## src/rtl/sar_port_pkg.sv

```systemverilog
package sar_port_pkg;

    localparam int DATA_W       = 10;
    localparam int LEAD_W       = 2;
    localparam int FRAME_LEN    = 14;
    localparam int TRAIL_W      = FRAME_LEN - LEAD_W - DATA_W;
    localparam int SLEEP_LO     = 2;
    localparam int SLEEP_HI     = 10;
    localparam int WAKE_MIN     = 10;
    localparam int CH_SAMPLE_AT = 1;
    localparam int CNT_W        = $clog2(FRAME_LEN + 1);

    typedef enum logic {
        PM_AWAKE  = 1'b0,
        PM_ASLEEP = 1'b1
    } pmode_t;

    typedef struct packed {
        logic cs_fall;
        logic cs_rise;
        logic sclk_fall;
        logic sclk_rise;
    } edges_t;

    typedef struct packed {
        logic             active;
        logic             valid;
        logic [CNT_W-1:0] cnt;
    } frame_t;

    function automatic logic [FRAME_LEN-1:0] pack_frame(input logic [DATA_W-1:0] d);
        return {{LEAD_W{1'b0}}, d, {TRAIL_W{1'b0}}};
    endfunction

endpackage

```

## src/rtl/sar_port_edges.sv

```systemverilog
module sar_port_edges
    import sar_port_pkg::*;
(
    input  logic   clk,
    input  logic   rst,
    input  logic   cs_n,
    input  logic   sclk,
    output edges_t ev
);
    logic cs_q;
    logic sclk_q;

    always_ff @(posedge clk) begin
        if (rst) begin
            cs_q   <= 1'b1;
            sclk_q <= 1'b1;
        end else begin
            cs_q   <= cs_n;
            sclk_q <= sclk;
        end
    end

    always_comb begin
        ev.cs_fall   = cs_q & ~cs_n;
        ev.cs_rise   = ~cs_q & cs_n;
        ev.sclk_fall = ~cs_n & sclk_q & ~sclk;
        ev.sclk_rise = ~cs_n & ~sclk_q & sclk;
    end

endmodule

```

## src/rtl/sar_port_mode.sv

```systemverilog
module sar_port_mode
    import sar_port_pkg::*;
(
    input  logic   clk,
    input  logic   rst,
    input  edges_t ev,
    input  logic   din,
    output frame_t frame,
    output pmode_t mode,
    output logic   chan
);
    localparam logic [CNT_W-1:0] CNT_FULL = CNT_W'(FRAME_LEN);
    localparam logic [CNT_W-1:0] CNT_LO   = CNT_W'(SLEEP_LO);
    localparam logic [CNT_W-1:0] CNT_HI   = CNT_W'(SLEEP_HI);
    localparam logic [CNT_W-1:0] CNT_WAKE = CNT_W'(WAKE_MIN);
    localparam logic [CNT_W-1:0] CNT_CH   = CNT_W'(CH_SAMPLE_AT);

    logic   chan_pend;
    pmode_t next_mode;

    always_comb begin
        next_mode = mode;
        if (frame.active) begin
            if (mode == PM_AWAKE && frame.cnt >= CNT_LO && frame.cnt < CNT_HI)
                next_mode = PM_ASLEEP;
            else if (mode == PM_ASLEEP && frame.cnt >= CNT_WAKE)
                next_mode = PM_AWAKE;
        end
    end

    always_ff @(posedge clk) begin
        if (rst) begin
            frame     <= '0;
            mode      <= PM_AWAKE;
            chan      <= 1'b0;
            chan_pend <= 1'b0;
        end else if (ev.cs_fall) begin
            frame.active <= 1'b1;
            frame.valid  <= (mode == PM_AWAKE);
            frame.cnt    <= '0;
            chan_pend    <= chan;
        end else if (ev.cs_rise) begin
            frame.active <= 1'b0;
            frame.valid  <= 1'b0;
            mode         <= next_mode;
            if (frame.active && frame.cnt == CNT_FULL)
                chan <= chan_pend;
        end else if (frame.active) begin
            if (ev.sclk_fall && frame.cnt != CNT_FULL)
                frame.cnt <= frame.cnt + 1'b1;
            if (ev.sclk_rise && frame.cnt == CNT_CH)
                chan_pend <= din;
        end
    end

    // a select glitch while powered leaves the device powered
    p_glitch_keeps_awake_r4: assert property (@(posedge clk) disable iff (rst)
        (ev.cs_rise && frame.active && mode == PM_AWAKE && frame.cnt < CNT_LO)
        |=> mode == PM_AWAKE);

    // a select rise inside the window puts the device to sleep
    p_window_sleeps_r5: assert property (@(posedge clk) disable iff (rst)
        (ev.cs_rise && frame.active && mode == PM_AWAKE &&
         frame.cnt >= CNT_LO && frame.cnt < CNT_HI)
        |=> mode == PM_ASLEEP);

    // a short wake attempt leaves the device asleep
    p_short_wake_sleeps_r8: assert property (@(posedge clk) disable iff (rst)
        (ev.cs_rise && mode == PM_ASLEEP && frame.cnt < CNT_WAKE)
        |=> mode == PM_ASLEEP);

    // the channel register moves only at a select rise
    p_chan_hold_r10: assert property (@(posedge clk) disable iff (rst)
        !ev.cs_rise |=> $stable(chan));

    always_comb begin
        if (!rst) p_cnt_bound_r3: assert (frame.cnt <= CNT_FULL);
    end

endmodule

```

## src/rtl/sar_port_shift.sv

```systemverilog
module sar_port_shift
    import sar_port_pkg::*;
(
    input  logic              clk,
    input  logic              rst,
    input  edges_t            ev,
    input  frame_t            frame,
    input  logic              chan,
    input  logic [DATA_W-1:0] ch0_data,
    input  logic [DATA_W-1:0] ch1_data,
    output logic              dout,
    output logic              dout_oe
);
    localparam logic [CNT_W-1:0] CNT_FULL = CNT_W'(FRAME_LEN);

    logic [FRAME_LEN-1:0] sreg;

    always_ff @(posedge clk) begin
        if (rst)
            sreg <= '0;
        else if (ev.cs_fall)
            sreg <= pack_frame(chan ? ch1_data : ch0_data);
        else if (ev.sclk_fall && frame.active)
            sreg <= {sreg[FRAME_LEN-2:0], 1'b0};
    end

    assign dout    = sreg[FRAME_LEN-1];
    assign dout_oe = frame.active & frame.valid & (frame.cnt < CNT_FULL);

endmodule

```

## src/rtl/sar_port_ctrl.sv

```systemverilog
module sar_port_ctrl
    import sar_port_pkg::*;
(
    input  logic              clk,
    input  logic              rst,
    input  logic              cs_n,
    input  logic              sclk,
    input  logic              din,
    input  logic [DATA_W-1:0] ch0_data,
    input  logic [DATA_W-1:0] ch1_data,
    output logic              dout,
    output logic              dout_oe,
    output logic              powered,
    output logic              chan_sel
);
    edges_t ev;
    frame_t frame;
    pmode_t mode;

    sar_port_edges u_edges (
        .clk  (clk),
        .rst  (rst),
        .cs_n (cs_n),
        .sclk (sclk),
        .ev   (ev)
    );

    sar_port_mode u_mode (
        .clk   (clk),
        .rst   (rst),
        .ev    (ev),
        .din   (din),
        .frame (frame),
        .mode  (mode),
        .chan  (chan_sel)
    );

    sar_port_shift u_shift (
        .clk      (clk),
        .rst      (rst),
        .ev       (ev),
        .frame    (frame),
        .chan     (chan_sel),
        .ch0_data (ch0_data),
        .ch1_data (ch1_data),
        .dout     (dout),
        .dout_oe  (dout_oe)
    );

    assign powered = (mode == PM_AWAKE);

    // line released in the cycle after select is seen high
    p_hiz_deselected_r2: assert property (@(posedge clk) disable iff (rst)
        cs_n |=> !dout_oe);

    // the line is driven only while powered
    p_drive_when_powered_r7: assert property (@(posedge clk) disable iff (rst)
        dout_oe |-> powered);

endmodule

```

## config.mk

```make
export PLATFORM = sky130hd
export DESIGN_NAME = sar_port_ctrl
export DESIGN_NICKNAME = d
export VERILOG_FILES = /design/src/rtl/sar_port_pkg.sv /design/src/rtl/sar_port_edges.sv /design/src/rtl/sar_port_mode.sv /design/src/rtl/sar_port_shift.sv /design/src/rtl/sar_port_ctrl.sv
export SDC_FILE = /design/constraint.sdc
export NUM_CORES = 1
export LEC_CHECK = 0
export BUFFER_PORTS_ARGS = -buffer_cell sky130_fd_sc_hd__buf_2
export CORE_MARGIN = 4
export CORE_UTILIZATION = 40
export CTS_CLUSTER_DIAMETER = 60
export DETAILED_ROUTE_END_ITERATION = 12
export PLACE_DENSITY = 0.71
export SETUP_SLACK_MARGIN = 0.15
export SLEW_MARGIN = 10
export SYNTH_ARGS = -nofsm -noshare
export SYNTH_HDL_FRONTEND = slang
export SYNTH_SLANG_ARGS = --single-unit
```

## constraint.sdc

```tcl
create_clock -name clk -period 1.49 [get_ports clk]
set_input_delay 0 -clock clk [delete_from_list [all_inputs] [get_ports clk]]
set_output_delay 0 -clock clk [all_outputs]
set_load 0.02 [all_outputs]
```

==> flow_summary.html, run 1 <==
<table>
<tr><th>Metric</th><th>Value</th></tr>
<tr><th colspan="2">Setup path</th></tr>
<tr><td>Type of the worst setup path</td><td>register to register</td></tr>
<tr><td>Critical-path maximum fanout</td><td>8</td></tr>
<tr><td>Sort of element at the end of the critical path</td><td>register</td></tr>
<tr><td>Data required time at the worst endpoint</td><td>1.72 ns</td></tr>
<tr><td>Element type at the critical path start</td><td>register</td></tr>
<tr><td>Reg2reg setup slack</td><td>0.07 ns</td></tr>
<tr><td>CP arrival</td><td>1.65 ns</td></tr>
<tr><th colspan="2">Power</th></tr>
<tr><td>Cell leakage power</td><td>0.6023 nW</td></tr>
<tr><td>Final total power</td><td>1.147 mW</td></tr>
<tr><td>Power density over cell area</td><td>711.0 nW/um2</td></tr>
<tr><td>Maximum ir drop on the vdd rail</td><td>0.0003897 V</td></tr>
<tr><th colspan="2">Status</th></tr>
<tr><td>Outcome</td><td>finished clean</td></tr>
<tr><th colspan="2">Timing</th></tr>
<tr><td>Max-Slew Margin vs Limit</td><td>68.81%</td></tr>
<tr><td>Time the worst path needs with I/O delays and setup</td><td>1.418 ns</td></tr>
<tr><td>Post-layout worst setup margin</td><td>0.07189 ns</td></tr>
<tr><td>Final Hold Fails</td><td>0</td></tr>
<tr><td>Number of max-slew violations in the final report</td><td>0</td></tr>
<tr><td>Setup-failing EPs final</td><td>0</td></tr>
<tr><td>Unrepaired setup endpoints after global routing</td><td>true</td></tr>
<tr><td>F_max</td><td>705.2 MHz</td></tr>
<tr><td>Worst slew pin tran</td><td>0.4679 ns</td></tr>
<tr><td>Total negative slack for setup checks</td><td>0 ns</td></tr>
<tr><td>Part of the cycle the worst path needs</td><td>95.18%</td></tr>
<tr><td>Largest clock skew in the final design</td><td>0.01342 ns</td></tr>
<tr><th colspan="2">Yosys</th></tr>
<tr><td>Synthesized Nets</td><td>172</td></tr>
<tr><td>Post-Syn Area per Cell</td><td>8.556 um2</td></tr>
<tr><td>Yosys warnings</td><td>0</td></tr>
<tr><td>Prevailing post-synth register cell</td><td>dfxtp_1</td></tr>
<tr><td>Distinct cell type count of the synthesized netlist</td><td>34</td></tr>
<tr><td>Sequential cell area fraction in the yosys report</td><td>37.90%</td></tr>
<tr><td>Cell area after synthesis</td><td>1215 um2</td></tr>
<tr><td>Cells after synthesis</td><td>142</td></tr>
<tr><td>Share of flip-flops with an asynchronous set or reset after synthesis</td><td>0%</td></tr>
<tr><td>Top cell type by total area after synthesis</td><td>dfxtp_1</td></tr>
<tr><td>Top-area cell type share of the netlist area</td><td>37.90%</td></tr>
<tr><td>Top cells by area, synth</td><td>dfxtp_1 (38%), nand2_1 (7.1%), a311oi_1 (6.5%)</td></tr>
<tr><td>Post-synth EDFFs</td><td>0</td></tr>
<tr><td>Flop and latch count out of synthesis</td><td>23</td></tr>
<tr><th colspan="2">CTS</th></tr>
<tr><td>Clock-pin slew of the registers on the worst-case setup and hold paths</td><td>0.14 ns</td></tr>
<tr><td>Number of buffers added by the clock tree synthesis step</td><td>3</td></tr>
<tr><td>Insertion delay of the later-clocked pin in the worst-skew pair</td><td>0.32 ns</td></tr>
<tr><td>CTS sink count</td><td>23</td></tr>
<tr><td>CTS tree</td><td>done</td></tr>
<tr><td>Clock root buffer</td><td>clkbuf_4</td></tr>
<tr><td>Clock Tree Buf Depth</td><td>2</td></tr>
<tr><td>Number of H-tree branching levels</td><td>1</td></tr>
<tr><th colspan="2">Route</th></tr>
<tr><td>DRC violation total after the first TritonRoute iteration</td><td>44</td></tr>
<tr><td>Remaining antenna violation count</td><td>0</td></tr>
<tr><td>Initial DRT Pass Iterations</td><td>4</td></tr>
<tr><td>Average wire per cell in the routed design</td><td>15.31 um</td></tr>
<tr><td>Vias</td><td>1,206</td></tr>
<tr><td>Number of design rule violations left after detail routing</td><td>0</td></tr>
<tr><td>Vias per inst</td><td>5.770</td></tr>
<tr><td>Routed Wire Length</td><td>3199 um</td></tr>
<tr><th colspan="2">Global route</th></tr>
<tr><td>GR Overflow Total</td><td>0</td></tr>
<tr><td>Wire length of the first global-routing pass</td><td>5057 um</td></tr>
<tr><td>Via count of the first global-routing pass</td><td>1,097</td></tr>
<tr><td>Total routing resource utilization after global routing</td><td>15.57%</td></tr>
<tr><td>Pin count of the biggest net entering global routing</td><td>25</td></tr>
<tr><td>Antenna violations before repair</td><td>0</td></tr>
<tr><th colspan="2">Min path</th></tr>
<tr><td>Tightest Hold Check Type</td><td>primary input to register</td></tr>
<tr><th colspan="2">Die</th></tr>
<tr><td>Horizontal extent of the die</td><td>63.11 um</td></tr>
<tr><td>Die Footprint</td><td>3983 um2</td></tr>
<tr><td>Starting utilization of the core area</td><td>42.95%</td></tr>
<tr><td>Core area</td><td>2829 um2</td></tr>
<tr><td>Io pins</td><td>29</td></tr>
<tr><td>Std cell rows</td><td>19</td></tr>
<tr><td>Y dimension of the die</td><td>63.11 um</td></tr>
<tr><th colspan="2">Placed design</th></tr>
<tr><td>Post-Place Cell Area</td><td>1413 um2</td></tr>
<tr><td>Final weighted congestion in routability-driven placement</td><td>0.9158</td></tr>
<tr><td>Post-place setup slack</td><td>0.02575 ns</td></tr>
<tr><td>Number of port buffers</td><td>28</td></tr>
<tr><td>Count of placed standard cells including taps</td><td>198</td></tr>
<tr><td>HPWL after DPL</td><td>2069 um</td></tr>
<tr><th colspan="2">Final layout</th></tr>
<tr><td>Fraction of final layout cells sized beyond drive strength 1</td><td>38.20%</td></tr>
<tr><td>Final-stage net count</td><td>209</td></tr>
<tr><td>Non-Filler Instances</td><td>209</td></tr>
<tr><td>Cell area after layout</td><td>1613 um2</td></tr>
<tr><td>Synth-to-Final Area Change</td><td>32.75%</td></tr>
<tr><td>N_diodes</td><td>0</td></tr>
<tr><th colspan="2">Flow run</th></tr>
<tr><td>Max cap viols</td><td>0</td></tr>
</table>
[logic make-up (layout without fill, tap and decap cells)]
family	Yosys count	after routing	share of synthesized area, %
buf+inv	16	52	5.458
simple gates	60	60	26.36
flops	23	23	37.90
compound gates	32	32	19.98
mux	6	6	5.149
fa+ha+maj	5	5	5.149
[flip-flops by register name, indices dropped and copies added, names as in the netlist]
register,count
u_shift.sreg,12
u_mode.frame,6
u_edges.cs_q,1
u_edges.sclk_q,1
u_mode.chan,1
u_mode.chan_pend,1
u_mode.mode,1
[critical path, cell delays in order, from the launching register on]
cell      delay, ns
dfxtp_2        0.38
inv_1          0.07
ha_4           0.19
nor4bb_4       0.31
a22oi_2        0.09
mux2_2         0.29
[cells in the final DEF (no fill, tap or decap), types with 3 or more instances in the layout]
cell type	count
buf_4	10
nor2_1	4
a21oi_1	3
clkbuf_4	3
mux2i_1	4
dfxtp_4	3
a311oi_1	7
ha_1	3
dfxtp_1	17
buf_2	28
inv_1	6
a31oi_1	3
o21ai_0	3
nor3_1	6
nor2b_1	10
a211oi_1	7
dfxtp_2	3
nand2_1	23
[synth_stat cells, types with 2 or more instances]
cell and n:
nand2_1 23, mux2i_1 4, nor4_1 2, dfxtp_1 23
a211oi_1 9, ha_1 5, a21oi_1 3, mux2_2 2
nand4_1 2, inv_1 6, a31oi_1 3, nand3_1 3
or2_2 2, o21ai_0 3, nor2b_1 10, clkbuf_1 6
nor2_1 4, a311oi_1 9, buf_2 2, nor3_1 7
[final timing paths]
path                                     start                            end  depth (start not counted)
setup reg to reg       u_edges.cs_q$_SDFF_PP1_  u_mode.chan_pend$_SDFFE_PP0P_                          5
hold reg to reg   u_shift.sreg[5]$_SDFFE_PP0P_   u_shift.sreg[6]$_SDFFE_PP0P_                          2
setup / recovery       u_edges.cs_q$_SDFF_PP1_  u_mode.chan_pend$_SDFFE_PP0P_                          5
hold / removal                             din  u_mode.chan_pend$_SDFFE_PP0P_                          4
[final cells by class]
cell class / instances / area, um2
Fill cell: 256 / 1216
Multi-Input combinational cell: 103 / 789.5
Inverter: 7 / 26.28
Timing Repair Buffer: 41 / 255.2
Sequential cell: 23 / 475.5
Clock buffer: 3 / 22.52
Tap cell: 31 / 38.79
Clock inverter: 1 / 5.005
[power by group]
group          internal, mW  switching, mW  total [mW]
Combinational        0.0977         0.0886       0.186
Sequential            0.641         0.0215       0.663
Clock                 0.100          0.197       0.298
Total                 0.839          0.308        1.15
[per-stage QoR]
step	util (%)	hold WS, ns
2_1_floorplan	-	0.1066
3_3_place_gp	49.93	0.2326
3_5_place_dp	49.93	0.2418
4_1_cts	53.91	0.04654
5_1_grt	57.01	0.07154
6_report	57.01	0.04599
[metal layers]
layer  track usage (%)  share of wire [%]  wire length [um]
met2             25.30                 50              1609
met4             6.061               0.66                21
met3             2.487                5.4               172
met5                 0                  0                 0
met1             20.57                 44              1396
[timing repair]
item / CTS / global route
setup endpoints to repair: 14 / 14
hold buffers: 2 / 0
endpoints found under the hold margin: 2 / 0
pin swaps: 2 / 5
resized for setup: 11 / 14
buffers inserted: 3 / 2
cloned: 0 / 0
Note: power is estimated with default switching activity, not from simulation.
==> inputs of run 2 (changes only) <==
--- a/config.mk
+++ b/config.mk
@@ -7,10 +7,10 @@
 export LEC_CHECK = 0
 export BUFFER_PORTS_ARGS = -buffer_cell sky130_fd_sc_hd__buf_2
 export CORE_MARGIN = 4
-export CORE_UTILIZATION = 40
+export CORE_UTILIZATION = 50
 export CTS_CLUSTER_DIAMETER = 60
 export DETAILED_ROUTE_END_ITERATION = 12
-export PLACE_DENSITY = 0.71
+export PLACE_DENSITY = 0.84
 export SETUP_SLACK_MARGIN = 0.15
 export SLEW_MARGIN = 10
 export SYNTH_ARGS = -nofsm -noshare
==> run 2 against run 1 <==
Effect of this change: critical endpoint unchanged; worst setup slack gained 0.048 ns; final area shrank 1.2%; routed wire length grew 0.13%; final cell count shrank 0.96%; via count grew 0.33%; maximum frequency grew 3.5%.
==> flow_summary.html, run 2 (synthesis results as in run 1) <==
<table>
<tr><th>Metric</th><th>Value</th></tr>
<tr><th colspan="2">Status</th></tr>
<tr><td>Outcome</td><td>finished clean</td></tr>
<tr><th colspan="2">Min path</th></tr>
<tr><td>Tightest Hold Check Type</td><td>primary input to register</td></tr>
<tr><td>WHS Path Cells</td><td>4 (unchanged)</td></tr>
<tr><th colspan="2">Timing</th></tr>
<tr><td>Max-Slew Margin vs Limit</td><td>70.37% (+1.6 points)</td></tr>
<tr><td>Final Hold Fails</td><td>0 (unchanged)</td></tr>
<tr><td>Worst Hold Slack</td><td>0.06388 ns (+0.01789 ns)</td></tr>
<tr><td>Number of max-slew violations in the final report</td><td>0 (unchanged)</td></tr>
<tr><td>Setup-failing EPs final</td><td>0 (unchanged)</td></tr>
<tr><td>F_max</td><td>730.1 MHz (+3.5%)</td></tr>
<tr><td>Total negative slack for setup checks</td><td>0 ns (unchanged)</td></tr>
<tr><td>Worst slew pin tran</td><td>0.4444 ns (-0.02344 ns)</td></tr>
<tr><td>Part of the cycle the worst path needs</td><td>91.92% (-3.3 points)</td></tr>
<tr><td>Time the worst path needs with I/O delays and setup</td><td>1.370 ns (-0.04849 ns)</td></tr>
<tr><td>Largest clock skew in the final design</td><td>0.01100 ns (-0.002418 ns)</td></tr>
<tr><td>Unrepaired setup endpoints after global routing</td><td>true</td></tr>
<tr><th colspan="2">Global route</th></tr>
<tr><td>Fraction of met2 tracks used by global routing</td><td>32.95% (+7.7 points)</td></tr>
<tr><td>Antenna violations before repair</td><td>0 (unchanged)</td></tr>
<tr><td>Via count of the first global-routing pass</td><td>1,195 (+8.9%)</td></tr>
<tr><td>Met3 Usage GRT</td><td>4.072% (+1.6 points)</td></tr>
<tr><td>Total routing resource utilization after global routing</td><td>18.87% (+3.3 points)</td></tr>
<tr><td>Wire length of the first global-routing pass</td><td>5092 um (+0.69%)</td></tr>
<tr><td>Routing usage on met1</td><td>23.00% (+2.4 points)</td></tr>
<tr><td>Pin count of the biggest net entering global routing</td><td>25 (unchanged)</td></tr>
<tr><td>GR Overflow Total</td><td>0 (unchanged)</td></tr>
<tr><td>Gr busiest metal</td><td>met2</td></tr>
<tr><th colspan="2">Setup path</th></tr>
<tr><td>Largest stage delay on the critical path</td><td>0.40 ns (+0.02 ns)</td></tr>
<tr><td>CP arrival</td><td>1.59 ns (-0.06 ns)</td></tr>
<tr><td>Cell-by-cell listing of the critical path</td><td>inv_4 &gt; ha_4 &gt; nor4bb_4 &gt; a22oi_1 &gt; mux2_2</td></tr>
<tr><td>Top cell family by delay on the critical path</td><td>flip-flops</td></tr>
<tr><td>Worst reg2reg path depth</td><td>5 (unchanged)</td></tr>
<tr><td>Element type at the critical path start</td><td>register</td></tr>
<tr><td>Reg2reg setup slack</td><td>0.12 ns (+0.05 ns)</td></tr>
<tr><td>Critical-path maximum fanout</td><td>7 (-1)</td></tr>
<tr><td>Buf/Inv on CP</td><td>1 (unchanged)</td></tr>
<tr><td>Type of the worst setup path</td><td>register to register</td></tr>
<tr><td>Standard cell with the maximum stage delay on the critical path</td><td>dfxtp_4</td></tr>
<tr><td>Data required time at the worst endpoint</td><td>1.71 ns (about the same)</td></tr>
<tr><td>Cell depth of the worst setup path</td><td>5 (unchanged)</td></tr>
<tr><td>Sort of element at the end of the critical path</td><td>register</td></tr>
<tr><th colspan="2">Route</th></tr>
<tr><td>Remaining antenna violation count</td><td>0 (unchanged)</td></tr>
<tr><td>Number of design rule violations left after detail routing</td><td>0 (unchanged)</td></tr>
<tr><td>DRC violation total after the first TritonRoute iteration</td><td>33 (-25%)</td></tr>
<tr><td>Routed Wire Length</td><td>3203 um (+0.13%)</td></tr>
<tr><td>Average wire per cell in the routed design</td><td>15.47 um (+1.1%)</td></tr>
<tr><td>Vias</td><td>1,210 (+0.33%)</td></tr>
<tr><td>Vias per inst</td><td>5.845 (+1.3%)</td></tr>
<tr><td>Initial DRT Pass Iterations</td><td>4 (unchanged)</td></tr>
<tr><th colspan="2">Power</th></tr>
<tr><td>Maximum ir drop on the vdd rail</td><td>0.0005757 V (+48%)</td></tr>
<tr><td>Cell leakage power</td><td>0.5984 nW (-0.64%)</td></tr>
<tr><td>Sequential share of power</td><td>57.7% (about the same)</td></tr>
<tr><td>Share of power burned in the clock network</td><td>26.0% (about the same)</td></tr>
<tr><td>NetSw</td><td>310.2 uW (+0.85%)</td></tr>
<tr><td>Share of total power consumed by net switching</td><td>27.04% (+0.21 points)</td></tr>
<tr><td>Final total power</td><td>1.147 mW (about the same)</td></tr>
<tr><td>Internal portion of total power</td><td>837.0 uW (-0.24%)</td></tr>
<tr><td>Portion of total power attributed to combinational logic</td><td>16.4% (+0.2 points)</td></tr>
<tr><td>Power density over cell area</td><td>719.7 nW/um2 (+1.2%)</td></tr>
<tr><th colspan="2">Final layout</th></tr>
<tr><td>Most frequent cells in the layout</td><td>buf_2 (28), nand2_1 (23), dfxtp_1 (17)</td></tr>
<tr><td>Final-stage net count</td><td>210 (+0.48%)</td></tr>
<tr><td>Synth-to-Final Area Change</td><td>31.21%</td></tr>
<tr><td>Fraction of final layout cells sized beyond drive strength 1</td><td>39.11% (+0.90 points)</td></tr>
<tr><td>Biggest register</td><td>u_shift.sreg</td></tr>
<tr><td>Largest registers in the final layout</td><td>u_shift.sreg: 12 flops, u_mode.frame: 6 flops</td></tr>
<tr><td>Non-Filler Instances</td><td>207 (-0.96%)</td></tr>
<tr><td>Commonest non-fill, non-tap cell in the layout</td><td>buf_2</td></tr>
<tr><td>Flip-flop count of the largest register after layout</td><td>12 (unchanged)</td></tr>
<tr><td>Count of fill cells added during filler insertion</td><td>176 (-31%)</td></tr>
<tr><td>N_diodes</td><td>0 (unchanged)</td></tr>
<tr><th colspan="2">CTS</th></tr>
<tr><td>CTS sink count</td><td>23 (unchanged)</td></tr>
<tr><td>CTS tree</td><td>done</td></tr>
<tr><td>Clock Tree Buf Depth</td><td>2 (unchanged)</td></tr>
<tr><td>Insertion delay of the later-clocked pin in the worst-skew pair</td><td>0.32 ns (about the same)</td></tr>
<tr><td>Number of H-tree branching levels</td><td>1 (unchanged)</td></tr>
<tr><td>Clock root buffer</td><td>clkbuf_4</td></tr>
<tr><td>Clock-pin slew of the registers on the worst-case setup and hold paths</td><td>0.14 ns (about the same)</td></tr>
<tr><td>Number of buffers added by the clock tree synthesis step</td><td>3 (unchanged)</td></tr>
<tr><th colspan="2">Placed design</th></tr>
<tr><td>Final weighted congestion in routability-driven placement</td><td>0.8356 (-8.8%)</td></tr>
<tr><td>HPWL after DPL</td><td>2086 um (+0.80%)</td></tr>
<tr><td>Count of placed standard cells including taps</td><td>197 (-0.51%)</td></tr>
<tr><td>Number of port buffers</td><td>28 (unchanged)</td></tr>
<tr><th colspan="2">Flow run</th></tr>
<tr><td>Max cap viols</td><td>0 (unchanged)</td></tr>
<tr><th colspan="2">Die</th></tr>
<tr><td>Io pins</td><td>29 (unchanged)</td></tr>
<tr><td>Die Footprint</td><td>3283 um2 (-18%)</td></tr>
<tr><td>Horizontal extent of the die</td><td>57.30 um (-9.2%)</td></tr>
<tr><td>Y dimension of the die</td><td>57.30 um (-9.2%)</td></tr>
<tr><td>Core area</td><td>2255 um2 (-20%)</td></tr>
<tr><td>Std cell rows</td><td>17 (-2)</td></tr>
<tr><td>Starting utilization of the core area</td><td>53.88% (+11 points)</td></tr>
</table>
-- run 2: final cells by class --
type / instances / area, um2 / area share, %
Sequential cell: 23 / 478.0 / 29.98
Clock buffer: 3 / 22.52 / 1.413
Inverter: 7 / 28.78 / 1.805
Timing Repair Buffer: 42 / 250.2 / 15.70
Tap cell: 28 / 35.03 / 2.198
Clock inverter: 1 / 5.005 / 0.3140
Multi-Input combinational cell: 103 / 774.5 / 48.59
-- run 2: final timing paths --
kind,from,end
setup / recovery,u_edges.cs_q$_SDFF_PP1_,u_mode.chan_pend$_SDFFE_PP0P_
hold / removal,din,u_mode.chan_pend$_SDFFE_PP0P_
setup reg to reg,u_edges.cs_q$_SDFF_PP1_,u_mode.chan_pend$_SDFFE_PP0P_
hold reg to reg,u_shift.sreg[5]$_SDFFE_PP0P_,u_shift.sreg[6]$_SDFFE_PP0P_
-- run 2: per-layer routing --
metal  vias up  wire length (um)
li1        594                 -
met1       569              1398
met2        40              1606
met3         7               164
met4         0                34
met5         -                 0
-- run 2: power groups by stage --
stage	Sequential, mW	Clock (mW)	Combinational (mW)
5_1_grt	0.665	0.320	0.205
2_1_floorplan	0.671	0	0.0955
6_report	0.661	0.298	0.188
3_3_place_gp	0.675	0	0.150
3_5_place_dp	0.676	0	0.156
4_1_cts	0.660	0.289	0.168
-- run 2: metrics by stage --
stage | cell area (um2) | util (%) | setup slack (ns)
final | 1594 | 70.70 | 0.1204
after global routing | 1594 | 70.70 | 0.06784
after CTS | 1524 | 67.59 | 0.1112
after detailed placement | 1411 | 62.60 | 0.01620
after global placement | 1411 | 62.60 | 0.09910
after floorplan | 1217 | - | 0.1583
-- run 2: timing repair --
item,CTS,global route
resized for setup,13,13
endpoints found under the hold margin,2,0
hold buffers,2,0
endpoints found under the setup margin,18,16
pin swaps,2,4
setup buffers,2,2
-- run 2: worst min-delay path, stage by stage --
cell and delay, ns:
buf_2 0.07, mux2i_1 0.05, nor2_1 0.09, mux2_2 0.14
